`src/rtl/ddc_pkg.sv`:
```
package ddc_pkg;

  localparam int unsigned REG_AW = 2;
  localparam int unsigned REG_DW = 8;

  typedef enum logic [REG_AW-1:0] {
    RA_CTRL = 2'd0,
    RA_STAT = 2'd1,
    RA_DATA = 2'd2,
    RA_OWN  = 2'd3
  } reg_addr_e;

  localparam int unsigned CB_PE   = 5;
  localparam int unsigned CB_EDDC = 4;
  localparam int unsigned CB_ACK  = 2;
  localparam int unsigned CB_REL  = 1;
  localparam int unsigned CB_ITE  = 0;

  typedef struct packed {
    logic pe;
    logic eddc;
    logic ack;
    logic rel;
    logic ite;
  } ctrl_t;

  typedef enum logic [2:0] {
    S_IDLE,
    S_ADDR,
    S_ADDR_ACK,
    S_RX,
    S_RX_ACK,
    S_TX,
    S_TX_ACK
  } phase_e;

endpackage

```
`src/rtl/ddc_bus_sync.sv`:
```
module ddc_bus_sync #(
  parameter int unsigned WIDTH  = 2,
  parameter int unsigned STAGES = 2
) (
  input  logic             clk,
  input  logic             rst_n,
  input  logic [WIDTH-1:0] async_i,
  output logic [WIDTH-1:0] sync_o
);

  for (genvar g = 0; g < WIDTH; g++) begin : g_bit
    logic [STAGES-1:0] chain_q;
    always_ff @(posedge clk or negedge rst_n) begin
      if (!rst_n) chain_q <= '1;
      else        chain_q <= {chain_q[STAGES-2:0], async_i[g]};
    end
    assign sync_o[g] = chain_q[STAGES-1];
  end

endmodule

```
`src/rtl/ddc_ctrl_regs.sv`:
```
module ddc_ctrl_regs
  import ddc_pkg::*;
#(
  parameter int unsigned DW        = 8,
  parameter logic [6:0]  OWN_RESET = 7'h50
) (
  input  logic              clk,
  input  logic              rst_n,
  input  logic [REG_AW-1:0] bus_addr,
  input  logic              bus_wr,
  input  logic              bus_rd,
  input  logic [DW-1:0]     bus_wdata,
  output logic [DW-1:0]     bus_rdata,
  input  logic              st_adsl,
  input  logic              st_btf,
  input  logic              st_tra,
  input  logic [DW-1:0]     rx_byte,
  output ctrl_t             ctrl,
  output logic [6:0]        own_addr,
  output logic [DW-1:0]     tx_byte,
  output logic              dr_access
);

  ctrl_t         ctrl_q, ctrl_d;
  logic [6:0]    own_q;
  logic [DW-1:0] tx_q;
  logic          ctrl_en, own_en, tx_en;
  reg_addr_e     sel;

  assign sel     = reg_addr_e'(bus_addr);
  assign ctrl_en = bus_wr && (sel == RA_CTRL);
  assign own_en  = bus_wr && (sel == RA_OWN);
  assign tx_en   = bus_wr && (sel == RA_DATA) && ctrl_q.pe;
  assign dr_access = (bus_wr || bus_rd) && (sel == RA_DATA) && ctrl_q.pe;

  // Two-step enable: the first write while disabled only takes the enable bit.
  always_comb begin
    ctrl_d = ctrl_q;
    if (!ctrl_q.pe) begin
      ctrl_d = '{pe: bus_wdata[CB_PE], default: 1'b0};
    end else if (!bus_wdata[CB_PE]) begin
      ctrl_d = '0;
    end else begin
      ctrl_d = '{pe:   1'b1,
                 eddc: bus_wdata[CB_EDDC],
                 ack:  bus_wdata[CB_ACK],
                 rel:  bus_wdata[CB_REL],
                 ite:  bus_wdata[CB_ITE]};
    end
  end

  always_ff @(posedge clk or negedge rst_n) begin
    if (!rst_n)       ctrl_q <= '0;
    else if (ctrl_en) ctrl_q <= ctrl_d;
  end

  always_ff @(posedge clk or negedge rst_n) begin
    if (!rst_n)      own_q <= OWN_RESET;
    else if (own_en) own_q <= bus_wdata[6:0];
  end

  always_ff @(posedge clk or negedge rst_n) begin
    if (!rst_n)     tx_q <= '0;
    else if (tx_en) tx_q <= bus_wdata;
  end

  always_comb begin
    bus_rdata = '0;
    unique case (sel)
      RA_CTRL: begin
        bus_rdata[CB_PE]   = ctrl_q.pe;
        bus_rdata[CB_EDDC] = ctrl_q.eddc;
        bus_rdata[CB_ACK]  = ctrl_q.ack;
        bus_rdata[CB_REL]  = ctrl_q.rel;
        bus_rdata[CB_ITE]  = ctrl_q.ite;
      end
      RA_STAT: bus_rdata[2:0] = {st_tra, st_btf, st_adsl};
      RA_DATA: bus_rdata = rx_byte;
      RA_OWN:  bus_rdata[6:0] = own_q;
      default: bus_rdata = '0;
    endcase
  end

  assign ctrl     = ctrl_q;
  assign own_addr = own_q;
  assign tx_byte  = tx_q;

  // a write while disabled loads nothing but the enable bit
  a_r3_first_write_pe_only: assert property (@(posedge clk) disable iff (!rst_n)
    (ctrl_en && !ctrl_q.pe) |=>
      (ctrl_q.pe == $past(bus_wdata[CB_PE])) && !ctrl_q.eddc && !ctrl_q.ack
      && !ctrl_q.rel && !ctrl_q.ite);

  // writing the enable bit low clears the whole control register
  a_r2_disable_clears: assert property (@(posedge clk) disable iff (!rst_n)
    (ctrl_en && !bus_wdata[CB_PE]) |=> (ctrl_q == '0));

endmodule

```
`src/rtl/ddc_byte_engine.sv`:
```
module ddc_byte_engine
  import ddc_pkg::*;
#(
  parameter int unsigned DW       = 8,
  parameter logic [6:0]  ALT_ADDR = 7'h30
) (
  input  logic          clk,
  input  logic          rst_n,
  input  logic          scl_s,
  input  logic          sda_s,
  input  logic          pe,
  input  logic          eddc_en,
  input  logic          ack_en,
  input  logic          rel_req,
  input  logic [6:0]    own_addr,
  input  logic [DW-1:0] tx_byte,
  input  logic          dr_access,
  output logic          adsl,
  output logic          btf,
  output logic          tra,
  output logic [DW-1:0] rx_byte,
  output logic          scl_low,
  output logic          sda_low
);

  localparam int unsigned CNTW = $clog2(DW + 1);
  localparam logic [CNTW-1:0] CNT_FULL = CNTW'(DW);

  phase_e        phase_q, phase_d;
  logic [CNTW-1:0] cnt_q, cnt_d;
  logic [DW-1:0] sh_q, sh_d, rx_q, rx_d;
  logic          adsl_q, adsl_d, btf_q, btf_d, tra_q, tra_d;
  logic          sda_low_q, sda_low_d, nack_q, nack_d;
  logic          scl_d1, sda_d1;
  logic          scl_rise, scl_fall, start_det, stop_det, addr_hit;

  always_ff @(posedge clk or negedge rst_n) begin
    if (!rst_n) begin
      scl_d1 <= 1'b1;
      sda_d1 <= 1'b1;
    end else begin
      scl_d1 <= scl_s;
      sda_d1 <= sda_s;
    end
  end

  assign scl_rise  = scl_s && !scl_d1;
  assign scl_fall  = !scl_s && scl_d1;
  assign start_det = scl_s && scl_d1 && sda_d1 && !sda_s;
  assign stop_det  = scl_s && scl_d1 && !sda_d1 && sda_s;
  assign addr_hit  = (sh_q[DW-1:1] == own_addr) ||
                     (eddc_en && (sh_q[DW-1:1] == ALT_ADDR));

  always_comb begin
    phase_d   = phase_q;
    cnt_d     = cnt_q;
    sh_d      = sh_q;
    rx_d      = rx_q;
    adsl_d    = adsl_q;
    btf_d     = btf_q;
    tra_d     = tra_q;
    sda_low_d = sda_low_q;
    nack_d    = nack_q;
    if (!pe) begin
      phase_d   = S_IDLE;
      cnt_d     = '0;
      adsl_d    = 1'b0;
      btf_d     = 1'b0;
      tra_d     = 1'b0;
      sda_low_d = 1'b0;
      nack_d    = 1'b0;
    end else begin
      if (dr_access) begin
        adsl_d = 1'b0;
        btf_d  = 1'b0;
      end
      if (start_det) begin
        phase_d   = S_ADDR;
        cnt_d     = '0;
        sda_low_d = 1'b0;
      end else if (stop_det) begin
        phase_d   = S_IDLE;
        adsl_d    = 1'b0;
        tra_d     = 1'b0;
        sda_low_d = 1'b0;
      end else begin
        unique case (phase_q)
          S_ADDR: begin
            if (scl_rise) begin
              sh_d  = {sh_q[DW-2:0], sda_s};
              cnt_d = cnt_q + 1'b1;
            end else if (scl_fall && cnt_q == CNT_FULL) begin
              if (addr_hit) begin
                adsl_d    = 1'b1;
                tra_d     = sh_q[0];
                sda_low_d = ack_en;
                phase_d   = S_ADDR_ACK;
              end else begin
                phase_d = S_IDLE;
              end
            end
          end
          S_ADDR_ACK: begin
            if (scl_fall) begin
              cnt_d = '0;
              if (tra_q) begin
                sh_d      = tx_byte;
                sda_low_d = !tx_byte[DW-1];
                phase_d   = S_TX;
              end else begin
                sda_low_d = 1'b0;
                phase_d   = S_RX;
              end
            end
          end
          S_RX: begin
            if (scl_rise) begin
              sh_d  = {sh_q[DW-2:0], sda_s};
              cnt_d = cnt_q + 1'b1;
            end else if (scl_fall && cnt_q == CNT_FULL) begin
              if (rel_req) begin
                phase_d = S_IDLE;
              end else begin
                rx_d      = sh_q;
                btf_d     = 1'b1;
                sda_low_d = ack_en;
                phase_d   = S_RX_ACK;
              end
            end
          end
          S_RX_ACK: begin
            if (scl_fall) begin
              sda_low_d = 1'b0;
              cnt_d     = '0;
              phase_d   = S_RX;
            end
          end
          S_TX: begin
            if (scl_rise) begin
              cnt_d = cnt_q + 1'b1;
            end else if (scl_fall) begin
              if (cnt_q == CNT_FULL) begin
                sda_low_d = 1'b0;
                if (rel_req) begin
                  phase_d = S_IDLE;
                end else begin
                  btf_d   = 1'b1;
                  phase_d = S_TX_ACK;
                end
              end else begin
                sh_d      = {sh_q[DW-2:0], 1'b0};
                sda_low_d = !sh_q[DW-2];
              end
            end
          end
          S_TX_ACK: begin
            if (scl_rise) begin
              nack_d = sda_s;
            end else if (scl_fall) begin
              if (nack_q) begin
                phase_d = S_IDLE;
              end else begin
                sh_d      = tx_byte;
                sda_low_d = !tx_byte[DW-1];
                cnt_d     = '0;
                phase_d   = S_TX;
              end
            end
          end
          default: ;
        endcase
      end
    end
  end

  always_ff @(posedge clk or negedge rst_n) begin
    if (!rst_n) begin
      phase_q   <= S_IDLE;
      cnt_q     <= '0;
      sh_q      <= '0;
      rx_q      <= '0;
      adsl_q    <= 1'b0;
      btf_q     <= 1'b0;
      tra_q     <= 1'b0;
      sda_low_q <= 1'b0;
      nack_q    <= 1'b0;
    end else begin
      phase_q   <= phase_d;
      cnt_q     <= cnt_d;
      sh_q      <= sh_d;
      rx_q      <= rx_d;
      adsl_q    <= adsl_d;
      btf_q     <= btf_d;
      tra_q     <= tra_d;
      sda_low_q <= sda_low_d;
      nack_q    <= nack_d;
    end
  end

  assign adsl    = adsl_q;
  assign btf     = btf_q;
  assign tra     = tra_q;
  assign rx_byte = rx_q;
  assign scl_low = adsl_q || btf_q;
  assign sda_low = sda_low_q;

  // SDA only starts being pulled low while SCL is low
  a_r5_sda_pull_scl_low: assert property (@(posedge clk) disable iff (!rst_n)
    $rose(sda_low_q) |-> !scl_s);

  // a STOP leaves the slave idle with no match pending
  a_r11_stop_to_idle: assert property (@(posedge clk) disable iff (!rst_n)
    (pe && stop_det) |=> (phase_q == S_IDLE) && !adsl_q);

  // the match flag only falls after a data access, a STOP or a disable
  a_r8_match_flag_cause: assert property (@(posedge clk) disable iff (!rst_n)
    $fell(adsl_q) |-> ($past(dr_access) || $past(stop_det) || !$past(pe)));

  // a master not-acknowledge frees SDA
  a_r12_nack_frees_sda: assert property (@(posedge clk) disable iff (!rst_n)
    (pe && phase_q == S_TX_ACK && scl_fall && nack_q && !start_det && !stop_det)
      |=> !sda_low_q && (phase_q == S_IDLE));

endmodule

```
`src/rtl/ddc_slave.sv`:
```
module ddc_slave
  import ddc_pkg::*;
#(
  parameter int unsigned DW        = 8,
  parameter int unsigned SYNC_LEN  = 2,
  parameter logic [6:0]  OWN_RESET = 7'h50,
  parameter logic [6:0]  ALT_ADDR  = 7'h30
) (
  input  logic              clk,
  input  logic              rst_n,
  input  logic [REG_AW-1:0] bus_addr,
  input  logic              bus_wr,
  input  logic              bus_rd,
  input  logic [DW-1:0]     bus_wdata,
  output logic [DW-1:0]     bus_rdata,
  input  logic              scl_i,
  input  logic              sda_i,
  output logic              scl_oe,
  output logic              sda_oe,
  output logic              irq
);

  logic [1:0]    rst_sync_q;
  logic          core_rst_n;
  logic [1:0]    line_s;
  ctrl_t         ctrl;
  logic [6:0]    own_addr;
  logic [DW-1:0] tx_byte, rx_byte;
  logic          dr_access, adsl, btf, tra, scl_low, sda_low;

  // Asynchronous assert, synchronous release
  always_ff @(posedge clk or negedge rst_n) begin
    if (!rst_n) rst_sync_q <= '0;
    else        rst_sync_q <= {rst_sync_q[0], 1'b1};
  end
  assign core_rst_n = rst_sync_q[1];

  ddc_bus_sync #(.WIDTH(2), .STAGES(SYNC_LEN)) i_sync (
    .clk     (clk),
    .rst_n   (core_rst_n),
    .async_i ({scl_i, sda_i}),
    .sync_o  (line_s)
  );

  ddc_ctrl_regs #(.DW(DW), .OWN_RESET(OWN_RESET)) i_regs (
    .clk       (clk),
    .rst_n     (core_rst_n),
    .bus_addr  (bus_addr),
    .bus_wr    (bus_wr),
    .bus_rd    (bus_rd),
    .bus_wdata (bus_wdata),
    .bus_rdata (bus_rdata),
    .st_adsl   (adsl),
    .st_btf    (btf),
    .st_tra    (tra),
    .rx_byte   (rx_byte),
    .ctrl      (ctrl),
    .own_addr  (own_addr),
    .tx_byte   (tx_byte),
    .dr_access (dr_access)
  );

  ddc_byte_engine #(.DW(DW), .ALT_ADDR(ALT_ADDR)) i_engine (
    .clk       (clk),
    .rst_n     (core_rst_n),
    .scl_s     (line_s[1]),
    .sda_s     (line_s[0]),
    .pe        (ctrl.pe),
    .eddc_en   (ctrl.eddc),
    .ack_en    (ctrl.ack),
    .rel_req   (ctrl.rel),
    .own_addr  (own_addr),
    .tx_byte   (tx_byte),
    .dr_access (dr_access),
    .adsl      (adsl),
    .btf       (btf),
    .tra       (tra),
    .rx_byte   (rx_byte),
    .scl_low   (scl_low),
    .sda_low   (sda_low)
  );

  assign scl_oe = ctrl.pe && scl_low;
  assign sda_oe = ctrl.pe && sda_low;
  assign irq    = ctrl.ite && (adsl || btf);

endmodule

```
`config.mk`:
```
export PLATFORM = sky130hd
export DESIGN_NAME = ddc_slave
export DESIGN_NICKNAME = d
export VERILOG_FILES = /design/src/rtl/ddc_pkg.sv /design/src/rtl/ddc_bus_sync.sv /design/src/rtl/ddc_ctrl_regs.sv /design/src/rtl/ddc_byte_engine.sv /design/src/rtl/ddc_slave.sv
export SDC_FILE = /design/constraint.sdc
export NUM_CORES = 1
export LEC_CHECK = 0
export ABC_AREA = 1
export CAP_MARGIN = 15
export CORE_MARGIN = 2
export CORE_UTILIZATION = 25
export CTS_BUF_LIST = sky130_fd_sc_hd__clkbuf_4 sky130_fd_sc_hd__clkbuf_8
export CTS_CLUSTER_SIZE = 12
export DETAILED_ROUTE_END_ITERATION = 6
export PLACE_DENSITY = 0.52
export SYNTH_ARGS = -nofsm -noshare
export SYNTH_HDL_FRONTEND = slang
export SYNTH_SLANG_ARGS = --single-unit
```
`constraint.sdc`:
```
create_clock -name clk -period 2.6 [get_ports clk]
set_clock_uncertainty 0.15 [all_clocks]
set_input_delay 0.52 -clock clk [delete_from_list [all_inputs] [get_ports clk]]
set_output_delay 0.52 -clock clk [all_outputs]
set_load 0.05 [all_outputs]
```
* Yosys cells after proc, flatten, opt, wreduce, memory -nomap -nowiden *
Index checks and enable logic that the tools add are counted.

word-level totals
  input bits = 16
  output and inout port bits = 11
  logic and storage cells = 212
  bits in registers = 56

cells by class
  mux-type cells = 96
  equal/unequal tests = 51
  reduce and logical (&&, ||, !) cells = 39
  $add $sub $neg = 1
  bitwise gates (word level) = 4

operators with widths
  kind                  count
  $mux W8               9
  $mux W3               18
  $mux W1               49
  $ne A5 B2 Y1 const B  8
  $mux W4               8
  $pmux W8 S4           1
  $ne A5 B5 Y1 const B  5
  $logic_and A1 B1 Y1   18
  $pmux W3 S6           1
  $ne A2 B1 Y1 const B  7
  $reduce_and A14 Y1    1
  $reduce_and A7 Y1     2
  $reduce_and A13 Y1    1
  $ne A2 B2 Y1 const B  6
  $ne A4 B2 Y1 const B  3
  $pmux W3 S4           1
  $pmux W4 S3           1
  $reduce_and A12 Y1    1
  $mux W5               2
  $ne A5 B3 Y1 const B  2
  $eq A3 B3 Y1 const B  3
  $ne A3 B1 Y1 const B  3
  $ne A9 B1 Y1 const B  1
  $ne A4 B4 Y1 const B  2
  other kinds (23)      38

* Logic depth before layout (Yosys ltp) *
Gate-level depths: netlist (run 1).

  word-level depth = 12
  gate-level depth with buffers = 12
  mapped depth without buffers = 12

* Modules after synthesis *
A second synthesis (run 1) with hierarchy kept.

second synthesis, totals
  cell total of the unflattened synthesis = 414
  area, all modules = 3250.6 µm²

modules (own cells, without submodules)
  module           cells each  times used  seq. area each (µm²)  area each (µm²)
  ddc_byte_engine  269         1           753.2                 1994.4
  ddc_ctrl_regs    129         1           503.0                 1056.0
  ddc_bus_sync     6           1           105.1                 120.1
  ddc_slave        10          1           50.0                  80.1

* Worst setup path after synthesis (run 1) *
OpenSTA, ideal clock, no wires.

  path type = input -> output
  start point = input port bus_addr[1]
  end point = output port bus_rdata[1]
  setup slack = 0.114 ns
  arrival time = 1.816 ns
  required time = 1.930 ns
  stages = 3
  buffers on the path = 0
  cell sequence = nor2_1 -> inv_1 -> o21ai_0

between the ends
  longest elaborated chain between the ends = 2
  elaborated cells between the ends (all ways) = 5
  those cells by class = eq/ne: 3; mux: 1; reduce/logical: 1

RTL lines
  element                               line                 text
  start, declared                       ddc_slave.sv:11      input logic [REG_AW-1:0] bus_addr,
  $eq A2 B2 Y1 (tied with other cells)  ddc_ctrl_regs.sv:69  unique case (sel)
  $pmux W3 S4 *                         ddc_ctrl_regs.sv:69
  end, declared                         ddc_slave.sv:15      output logic [DW-1:0] bus_rdata,

Mark *: on every way between the ends. The rest lies on a longest branch, timed or not.

* Final worst setup path (run 1) *
  start point = input port bus_addr[0]
  end point = output port bus_rdata[1]

The elaborated chain is that of the path after synthesis.

==> reports/qor.yml, run 1 <==
run_status:
  status: "complete, no violations"
sta:
  worst_pin_slew_ps: 631
  fmax_ghz: 0.399
  rsz0062_at_grt: "false"
  finalHoldWorstSlack_ps: 138
  period_needed_ps: 2500
  maxSlewViolCount: 0
  finalHoldViolCount: 0
  post-route-period-util_pct: 96.3
  setup_viol: 0
  fin_setup_tns_ps: 0
  slew_headroom_pct: 57.9
cells_and_area:
  drive_above_1_share_pct: 15.5
  multiInputGateArea_sq_um: 1440
  final_cell_mix: "nand2_1, inv_1, dfrtp_1"
  diodes: 0
  register_area_sq_um: 1410
  num-nets-final: 463
  post-route-util_pct: 31.3
  layout.cells.most_common: "nand2_1"
  fillers: 1357
  syn2layout_area_growth_pct: 21.3
  fin_cells: 614
clocking:
  clkTransAtPathRegs_ps: 110
  htreeDepth: 2
  cts_hold_buf: 0
  cts.root.buffer_cell: "clkbuf_8"
  clk_latency_ps: 320
  cts_buffers: 5
  clockBufferDepth: 2
  cts_tree: "done"
  clkSinkCount: 56
route:
  postRouteAntennaNets: 0
  routed_wl_um: 8470
  viasPerCell: 4.52
  drt_pass1_iterations: 5
  drc: 0
  wl_per_cell_um: 13.8
  route.vias.total: 2776
  drtIter0Drc: 175
pwr:
  p_switching_uw: 964
  total_power_mw: 2.45
  power_frac_seq_pct: 46.2
  pwr-share-clk_pct: 20.7
  powerDensity_nw_per_um2: 648
  power.internal_mw: 1.49
  p_leak_nw: 1.75
  power_frac_comb_pct: 33.0
  ir_drop_mv: 0.224
  swShare_pct: 39.3
synthesis:
  yosysTopAreaCell: "dfrtp_1"
  synthCells: 411
  synth_top_area_share_pct: 38.5
  ys_seq_elements: 56
  synth-edff-count: 0
  yosys_warnings: 0
  synth_flop_cell: "dfrtp_1"
  syn-cell-area_sq_um: 3120
  syn-num-nets: 429
  synth_area_leaders: "dfrtp_1, nand2_1, dfstp_2, o21ai_0, inv_1"
  syn_avg_cell_area_sq_um: 7.60
  synth_cell_type_count: 36
  synthArstFlopShare_pct: 100
  synth-seq-area-share_pct: 45.2
setup_path:
  r2r_slack_ps: 600
  r2r-start: "i_engine.phase_q[2]"
  worstPathArrival_ps: 1830
  cp.required_ps: 1930
  reg2regPathDepth: 9
  regToRegEndpoint: "i_engine.sh_q[3]"
  setup.worst_path.start_class: "input pin"
  worstSetupPathType: "input pin to primary output"
  critPathMaxFanout: 4
  setup.worst_path.end_class: "primary output"
job:
  drv_cap: 0
grt:
  grt_max_degree: 29
  grt_pass1_vias: 2767
  grt_pass1_wl_um: 13900
  grt_use_total_pct: 13.2
  antenna_found_initial: 0
  overflow: 0
die:
  start_util_pct: 25.8
  die_w_um: 116
  dieArea_sq_um: 13400
  core_sq_um: 12100
  io_pins: 27
  die_h_um: 116
  rows: 40
placement:
  dp_hpwl_um: 6600
  io_buffers: 26
  numPlacedInstances: 606
  gp_congestion: 0.887
worst_hold_path:
  hp-class: "flip-flop to async pin"
==> registers in the layout, indices dropped and copies added (netlist names) <==
register,cells
i_engine.sda_low,1
i_engine.cnt_q,4
i_engine.nack_q,1
i_regs.ctrl,5
i_engine.rx_byte,8
i_engine.sh_q,8
i_engine.sda_d1,1
i_engine.scl_d1,1
i_engine.tra,1
i_engine.adsl,1
i_regs.own_addr,7
i_engine.btf,1
i_sync.g_bit.chain_q,4
i_regs.tx_byte,8
i_engine.phase_q,3
rst_sync_q,2
==> worst max-delay path, cell delays in order <==
cell             delay (ps)
clkdlybuf4s50_1         500
inv_1                    60
nand2_1                  80
inv_1                    80
a221oi_1                270
o21ai_1                 120
buf_4                   200
==> worst max path at each step <==
stage | end | startpoint | slack (ps)
6_report | bus_rdata[1] | bus_addr[0] | 100
4_1_cts | bus_rdata[1] | bus_addr[0] | 70
3_5_place_dp | bus_rdata[1] | bus_addr[0] | 80
2_1_floorplan | bus_rdata[1] | bus_addr[1] | 110
5_1_grt | bus_rdata[1] | bus_addr[0] | 7
3_3_place_gp | bus_rdata[2] | bus_addr[0] | 120
==> power groups by stage <==
stage / Clock, mW / Combinational, mW / Sequential, mW
2_1_floorplan: 0 / 0.596 / 1.10
4_1_cts: 0.533 / 0.807 / 1.13
3_3_place_gp: 0 / 0.800 / 1.15
3_5_place_dp: 0 / 0.803 / 1.15
6_report: 0.509 / 0.811 / 1.14
5_1_grt: 0.567 / 0.913 / 1.15
==> cells in the mapped netlist (all sizes together), types with 2 or more instances <==
cell,instances
o211ai,4
o221ai,2
clkbuf,5
dfrtp,48
nor2,38
nand4,4
ha,2
dfstp,8
a21oi,8
nand2,124
buf,4
nor3,5
inv,57
o21ai,60
xor2,5
nand3,24
o32ai,4
==> final cells by class <==
type                    count  area share (%)
multi-input cells         289            38.1
clock inverters             3           0.727
well taps                 168            5.55
inverters                  57            5.65
flip-flops and latches     56            37.3
repair buffers             36            10.8
clock buffers               5            1.82
==> metal layers <==
metal / track usage [%] / wire length [um] / vias up / share of wire [%]
li1: - / - / 1391 / -
met1: 19.3 / 4270 / 1308 / 50
met2: 20.0 / 3730 / 69 / 44
met3: 2.30 / 365 / 8 / 4.3
met4: 3.97 / 108 / 0 / 1.3
met5: 0 / 0 / - / 0
==> timing repair <==
action,4_1_cts,5_1_grt
endpoints found under the hold margin,0,0
buffers inserted,0,0
resized for setup,0,4
endpoints found under the setup margin,0,3
==> cell families after synthesis <==
kind of cell               count (synthesis)  synth area share, %
muxes                                      1                0.361
xor gates and xnor gates                   5                 1.40
DFF                                       56                 45.2
buffers and inverters                     66                 8.89
AOI/OAI and AO/OA                         83                 15.9
and+or+nand+nor                          197                 27.4
other                                      1                0.120
adders and majority gates                  2                0.801
==> per-stage QoR <==
step | area [sq um] | setup slack [ps]
2_1_floorplan | 3120 | 114
3_3_place_gp | 3680 | 124
3_5_place_dp | 3680 | 81.1
4_1_cts | 3780 | 69.9
5_1_grt | 3790 | 7.48
6_report | 3790 | 96.0
Note: power is estimated with default switching activity, not from simulation.
==> run 2, diff against run 1 <==
--- a/config.mk
+++ b/config.mk
@@ -7,6 +7,7 @@
 export LEC_CHECK = 0
 export ABC_AREA = 1
 export CAP_MARGIN = 15
+export CORE_ASPECT_RATIO = 1.4
 export CORE_MARGIN = 2
 export CORE_UTILIZATION = 25
 export CTS_BUF_LIST = sky130_fd_sc_hd__clkbuf_4 sky130_fd_sc_hd__clkbuf_8
==> run 2 against run 1 <==
Net effect:
- power is 1.2% higher
- die area hardly changed
- maximum frequency is 1.4% higher
- flip-flop and latch count stayed put
- cell count is 3.1% lower
- sequential share of layout area is 0.35 points higher
- cell area is 0.92% lower
- worst setup slack better by 34 ps
- combinational power hardly changed
- sequential power hardly changed
- largest cell class unchanged
==> reports/qor.yml, run 2 (same netlist as run 1, synthesis figures left out) <==
route:
  met3_length_um: 190  # was 365 um
  drt-met1-wl_um: 3410  # was 4270 um
  drt_pass1_iterations: 4  # was 5
  drc: 0  # unchanged
  postRouteAntennaNets: 0  # unchanged
  highest_layer: "met4"  # unchanged
  wl_per_cell_um: 14.5  # was 13.8 um
  route.met2.wl_um: 4670  # was 3730 um
  viasPerCell: 4.71  # was 4.52
  routed_wl_um: 8640  # was 8470 um
  drtIter0Drc: 175  # unchanged
  route.vias.total: 2801  # was 2776
setup_path:
  crit_family: "buffers and inverters"  # unchanged
  reg2regPathDepth: 9  # unchanged
  cp.required_ps: 1930  # about the same
  regToRegEndpoint: "i_engine.sh_q[7]"  # was i_engine.sh_q[3]
  critPathMaxFanout: 5  # was 4
  r2r-start: "i_engine.phase_q[2]"  # unchanged
  setup.worst_path.end_class: "primary output"  # unchanged
  r2r_slack_ps: 520  # was 600 ps
  cpMaxStageDelayCell: "clkdlybuf4s50_1"  # unchanged
  worst-path-buf-inv: 4  # unchanged
  worstPathArrival_ps: 1800  # was 1830 ps
  worstSetupPathType: "input pin to primary output"  # unchanged
  path_cells: "clkdlybuf4s50_1 -> inv_1 -> nand2_1 -> inv_2 -> a221oi_1 -> o21ai_1 -> buf_6"  # was clkdlybuf4s50_1 -> inv_1 -> nand2_1 -> inv_1 -> a221oi_1 -> o21ai_1 -> buf_4
  setup.worst_path.start_class: "input pin"  # unchanged
  worst_path_largest_cell_delay_ps: 500  # about the same
grt:
  overflow: 0  # unchanged
  grt_pass1_wl_um: 14500  # was 13900 um
  grt_use_total_pct: 13.6  # was 13.2%
  antenna_found_initial: 0  # unchanged
  grt_max_degree: 21  # was 29
  grt_pass1_vias: 2875  # was 2767
die:
  die_w_um: 98.5  # was 116 um
  rows: 48  # was 40
  start_util_pct: 25.5  # was 25.8%
  die_h_um: 136  # was 116 um
  io_pins: 27  # unchanged
  core_sq_um: 12300  # was 12100 sq um
  dieArea_sq_um: 13400  # about the same
pwr:
  power_frac_comb_pct: 32.5  # was 33.0%
  pwr-share-clk_pct: 21.8  # was 20.7%
  p_leak_nw: 1.75  # about the same
  total_power_mw: 2.48  # was 2.45 mW
  swShare_pct: 39.8  # was 39.3%
  p_switching_uw: 989  # was 964 uW
  power.internal_mw: 1.50  # was 1.49 mW
  power_frac_seq_pct: 45.7  # was 46.2%
  ir_drop_mv: 0.341  # was 0.224 mV
  powerDensity_nw_per_um2: 662  # was 648 nW/um^2
cells_and_area:
  final_area_sq_um: 3750  # was 3790 sq um
  final_cell_mix: "nand2_1, inv_1, dfrtp_1"  # unchanged
  syn2layout_area_growth_pct: 20.2  # was 21.3%
  num-nets-final: 462  # was 463
  drive_above_1_share_pct: 15.1  # was 15.5%
  fin_cells: 595  # was 614
  layout.cells.most_common: "nand2_1"  # unchanged
  diodes: 0  # unchanged
  post-route-util_pct: 30.6  # was 31.3%
clocking:
  cts_tree: "done"  # unchanged
  clockBufferDepth: 2  # unchanged
  htreeDepth: 2  # unchanged
  clk_latency_ps: 330  # was 320 ps
  clkTransAtPathRegs_ps: 120  # was 110 ps
  clkSinkCount: 56  # unchanged
  cts_buffers: 5  # unchanged
  cts.root.buffer_cell: "clkbuf_8"  # unchanged
sta:
  period_needed_ps: 2470  # was 2500 ps
  maxSlewViolCount: 0  # unchanged
  post-route-period-util_pct: 95.0  # was 96.3%
  fin_setup_tns_ps: 0  # unchanged
  slew_headroom_pct: 66.4  # was 57.9%
  worst_pin_slew_ps: 502  # was 631 ps
  fmax_ghz: 0.405  # was 0.399 GHz
  setup_viol: 0  # unchanged
  finalHoldViolCount: 0  # unchanged
placement:
  io_buffers: 26  # unchanged
  gp_congestion: 0.877  # was 0.887
  numPlacedInstances: 587  # was 606
  placed_area_sq_um: 3650  # was 3680 sq um
  dp_hpwl_um: 6900  # was 6600 um
job:
  drv_cap: 0  # unchanged
worst_hold_path:
  hp-class: "flip-flop to async pin"  # unchanged
run_status:
  status: "complete, no violations"  # unchanged
run 2: cell types whose count changed in the layout (fill, tap and decap cells not counted), sizes merged:
cell | before | now
inv | 58 | 60
clkinvlp | 1 | 0
buf | 20 | 19
clkinv | 1 | 0
run 2: layer usage:
metal	up-vias	GRT usage, %
met5	-	0
met1	1324	14.8
met4	0	7.31
li1	1394	-
met2	61	25.7
met3	22	1.34
run 2: per-stage QoR:
stage / setup slack, ps / hold slack (ps)
after floorplan: 114 / 74.4
after global placement: 64.6 / 52.7
after detailed placement: 41.2 / 58.2
after CTS: 35.6 / 68.8
after global routing: -3.51 / 86.3
final: 130 / 49.0
run 2: power groups by stage:
| stage | logic [mW] | registers, mW | clock network, mW |
|---|---|---|---|
| 2_1_floorplan | 0.596 | 1.10 | 0 |
| 3_3_place_gp | 0.803 | 1.15 | 0 |
| 3_5_place_dp | 0.808 | 1.15 | 0 |
| 4_1_cts | 0.812 | 1.14 | 0.555 |
| 5_1_grt | 0.922 | 1.15 | 0.582 |
| 6_report | 0.808 | 1.14 | 0.541 |
run 2: worst max-delay path by stage:
stage / depth (start not counted) / endpoint / slack (ps) / startpoint
2_1_floorplan: 3 / bus_rdata[1] / 110 / bus_addr[1]
3_3_place_gp: 9 / bus_rdata[2] / 60 / bus_addr[0]
3_5_place_dp: 9 / bus_rdata[2] / 40 / bus_addr[0]
4_1_cts: 9 / bus_rdata[2] / 40 / bus_addr[0]
5_1_grt: 9 / bus_rdata[2] / -4 / bus_addr[0]
6_report: 7 / bus_rdata[1] / 130 / bus_addr[0]
run 2: layout make-up:
cell class | count | area, sq um
multi-input cells | 289 | 1430
repair buffers | 35 | 407
well taps | 150 | 188
flip-flops and latches | 56 | 1410
inverters | 57 | 214
clock buffers | 5 | 68.8
fillers | 1346 | 8500
clock inverters | 3 | 28.8
run 2: worst register-to-register path, cell delays in order, from the launching register on:
cell and delay (ps):
dfrtp_1 600, inv_1 140, nand2_1 180, nand2_2 90, o21ai_1 130, nand2_1 70
nor2_1 140, nand2_2 250, nand2_1 160, o21ai_2 60
run 2: repair_timing:
item	4_1_cts	5_1_grt
resized for setup	0	4
setup endpoints to repair	0	3
hold buffers	0	0
setup buffers	0	0
==> run 3, diff against run 2 <==
--- a/config.mk
+++ b/config.mk
@@ -8,7 +8,7 @@
 export ABC_AREA = 1
 export CAP_MARGIN = 15
 export CORE_ASPECT_RATIO = 1.4
-export CORE_MARGIN = 2
+export CORE_MARGIN = 4
 export CORE_UTILIZATION = 25
 export CTS_BUF_LIST = sky130_fd_sc_hd__clkbuf_4 sky130_fd_sc_hd__clkbuf_8
 export CTS_CLUSTER_SIZE = 12
==> run 3 against run 2 <==
Net effect:
- clock-buffer cell count stayed put
- wire length is 3.1% higher
- power is 0.82% lower
- cell count stayed put
- non-clock buffer count stayed put
- critical path depth stayed put
- combinational power is 0.9% higher
- flip-flop and latch count stayed put
- global-route usage is 0.48 points lower
- largest cell class unchanged
==> reports/qor.yml, run 3 (same netlist as run 1, synthesis figures left out) <==
route:
  route.met2.wl_um: 5050  # was 4670 um
  highest_layer: "met4"  # unchanged
  wl_per_cell_um: 15.0  # was 14.5 um
  viasPerCell: 4.66  # was 4.71
  route.vias.total: 2775  # was 2801
  drt_pass1_iterations: 5  # was 4
  drt-met1-wl_um: 3410  # about the same
  drtIter0Drc: 116  # was 175
  postRouteAntennaNets: 0  # unchanged
  met3_length_um: 169  # was 190 um
  routed_wl_um: 8910  # was 8640 um
  drc: 0  # unchanged
setup_path:
  critPathMaxFanout: 5  # unchanged
  cp.required_ps: 1930  # about the same
  setup.worst_path.end_class: "primary output"  # unchanged
  worstSetupPathType: "input pin to primary output"  # unchanged
  setup.worst_path.start_class: "input pin"  # unchanged
  worstPathArrival_ps: 1820  # was 1800 ps
clocking:
  cts_buffers: 5  # unchanged
  cts.root.buffer_cell: "clkbuf_8"  # unchanged
  clockBufferDepth: 2  # unchanged
  cts_hold_buf: 0  # unchanged
  clkTransAtPathRegs_ps: 110  # was 120 ps
  clkSinkCount: 56  # unchanged
  cts_tree: "done"  # unchanged
  clk_latency_ps: 330  # about the same
  htreeDepth: 2  # unchanged
die:
  dieArea_sq_um: 14400  # was 13400 sq um
  core_sq_um: 12300  # about the same
  start_util_pct: 25.4  # was 25.5%
  die_w_um: 102  # was 98.5 um
  io_pins: 27  # unchanged
  die_h_um: 140  # was 136 um
  rows: 48  # unchanged
cells_and_area:
  num-nets-final: 462  # unchanged
  syn2layout_area_growth_pct: 20.7  # was 20.2%
  fin_cells: 595  # unchanged
  diodes: 0  # unchanged
  drive_above_1_share_pct: 15.1  # unchanged
  layout.cells.most_common: "nand2_1"  # unchanged
  final_cell_mix: "nand2_1, inv_1, dfrtp_1"  # unchanged
grt:
  grt_use_total_pct: 13.1  # was 13.6%
  overflow: 0  # unchanged
  grt_pass1_vias: 2934  # was 2875
  antenna_found_initial: 0  # unchanged
  grt_max_degree: 24  # was 21
  grt_pass1_wl_um: 14600  # was 14500 um
worst_hold_path:
  hp-class: "flip-flop to async pin"  # unchanged
run_status:
  status: "complete, no violations"  # unchanged
sta:
  rsz0062_at_grt: "true"
  finalHoldWorstSlack_ps: 17.6  # was 49.0 ps
  worst_slack_ps: 114  # was 130 ps
  post-route-period-util_pct: 95.6  # was 95.0%
  worst_pin_slew_ps: 620  # was 502 ps
  maxSlewViolCount: 0  # unchanged
  finalHoldViolCount: 0  # unchanged
  period_needed_ps: 2490  # was 2470 ps
  setup_viol: 0  # unchanged
  fmax_ghz: 0.402  # was 0.405 GHz
  slew_headroom_pct: 58.7  # was 66.4%
placement:
  place_ws_ps: 55.8  # was 41.2 ps
  io_buffers: 26  # unchanged
  numPlacedInstances: 587  # unchanged
  gp_congestion: 0.871  # was 0.877
  dp_hpwl_um: 7090  # was 6900 um
pwr:
  p_leak_nw: 1.75  # about the same
  ir_drop_mv: 0.364  # was 0.341 mV
  powerDensity_nw_per_um2: 654  # was 662 nW/um^2
job:
  drv_cap: 0  # unchanged
==> run 3: final cells by class <==
cell class	instances	area, sq um
Fill cell	1293	8540
Clock buffer	5	68.8
Clock inverter	3	22.5
Timing Repair Buffer	35	418
Inverter	57	214
Multi-Input combinational cell	289	1450
Sequential cell	56	1410
Tap cell	150	188
==> run 3: worst paths after layout <==
check                               startpoint                end  slack [ps]  depth (start not counted)
min                              rst_sync_q[1]  i_regs.tx_byte[7]          20                          0
max in group asynchronous        rst_sync_q[1]   i_engine.sh_q[7]        1700                          1
max                                bus_addr[1]       bus_rdata[3]         110                          7
max reg2reg                i_engine.phase_q[2]  i_engine.cnt_q[1]         590                          7
min in group clk                 rst_sync_q[0]      rst_sync_q[1]         210                          0
min reg2reg                      rst_sync_q[1]  i_regs.tx_byte[7]          20                          0
==> run 3: stage by stage <==
stage / TNS, ps / util (%) / cell area [sq um] / power, mW
6_report: 0 / 30.6 / 3770 / 2.46
5_1_grt: -19.2 / 30.6 / 3770 / 2.63
4_1_cts: 0 / 30.5 / 3760 / 2.49
3_5_place_dp: 0 / 29.8 / 3670 / 1.97
3_3_place_gp: 0 / 29.8 / 3670 / 1.96
2_1_floorplan: 0 / - / 3120 / 1.70
==> run 3: power by group <==
part           total, mW  switching (mW)  internal (mW)
Sequential          1.14           0.139           1.00
Combinational      0.815           0.523          0.292
Clock              0.508           0.314          0.194
Total               2.46           0.976           1.49
==> run 3: layer usage <==
metal | vias to the layer above | track usage, %
met5 | - | 0
li1 | 1389 | -
met4 | 0 | 5.94
met2 | 40 | 25.1
met3 | 18 | 1.44
met1 | 1328 | 13.9
==> run 3: what timing repair did <==
item	4_1_cts	5_1_grt
gates resized for setup	0	5
endpoints found under the setup margin	0	4
buffers inserted	0	0
==> run 3: worst max-delay path, stage by stage <==
cell	delay [ps]
clkdlybuf4s50_1	520
nand2_1	100
inv_1	160
buf_4	160
nand2_1	50
o21ai_1	140
buf_12	170
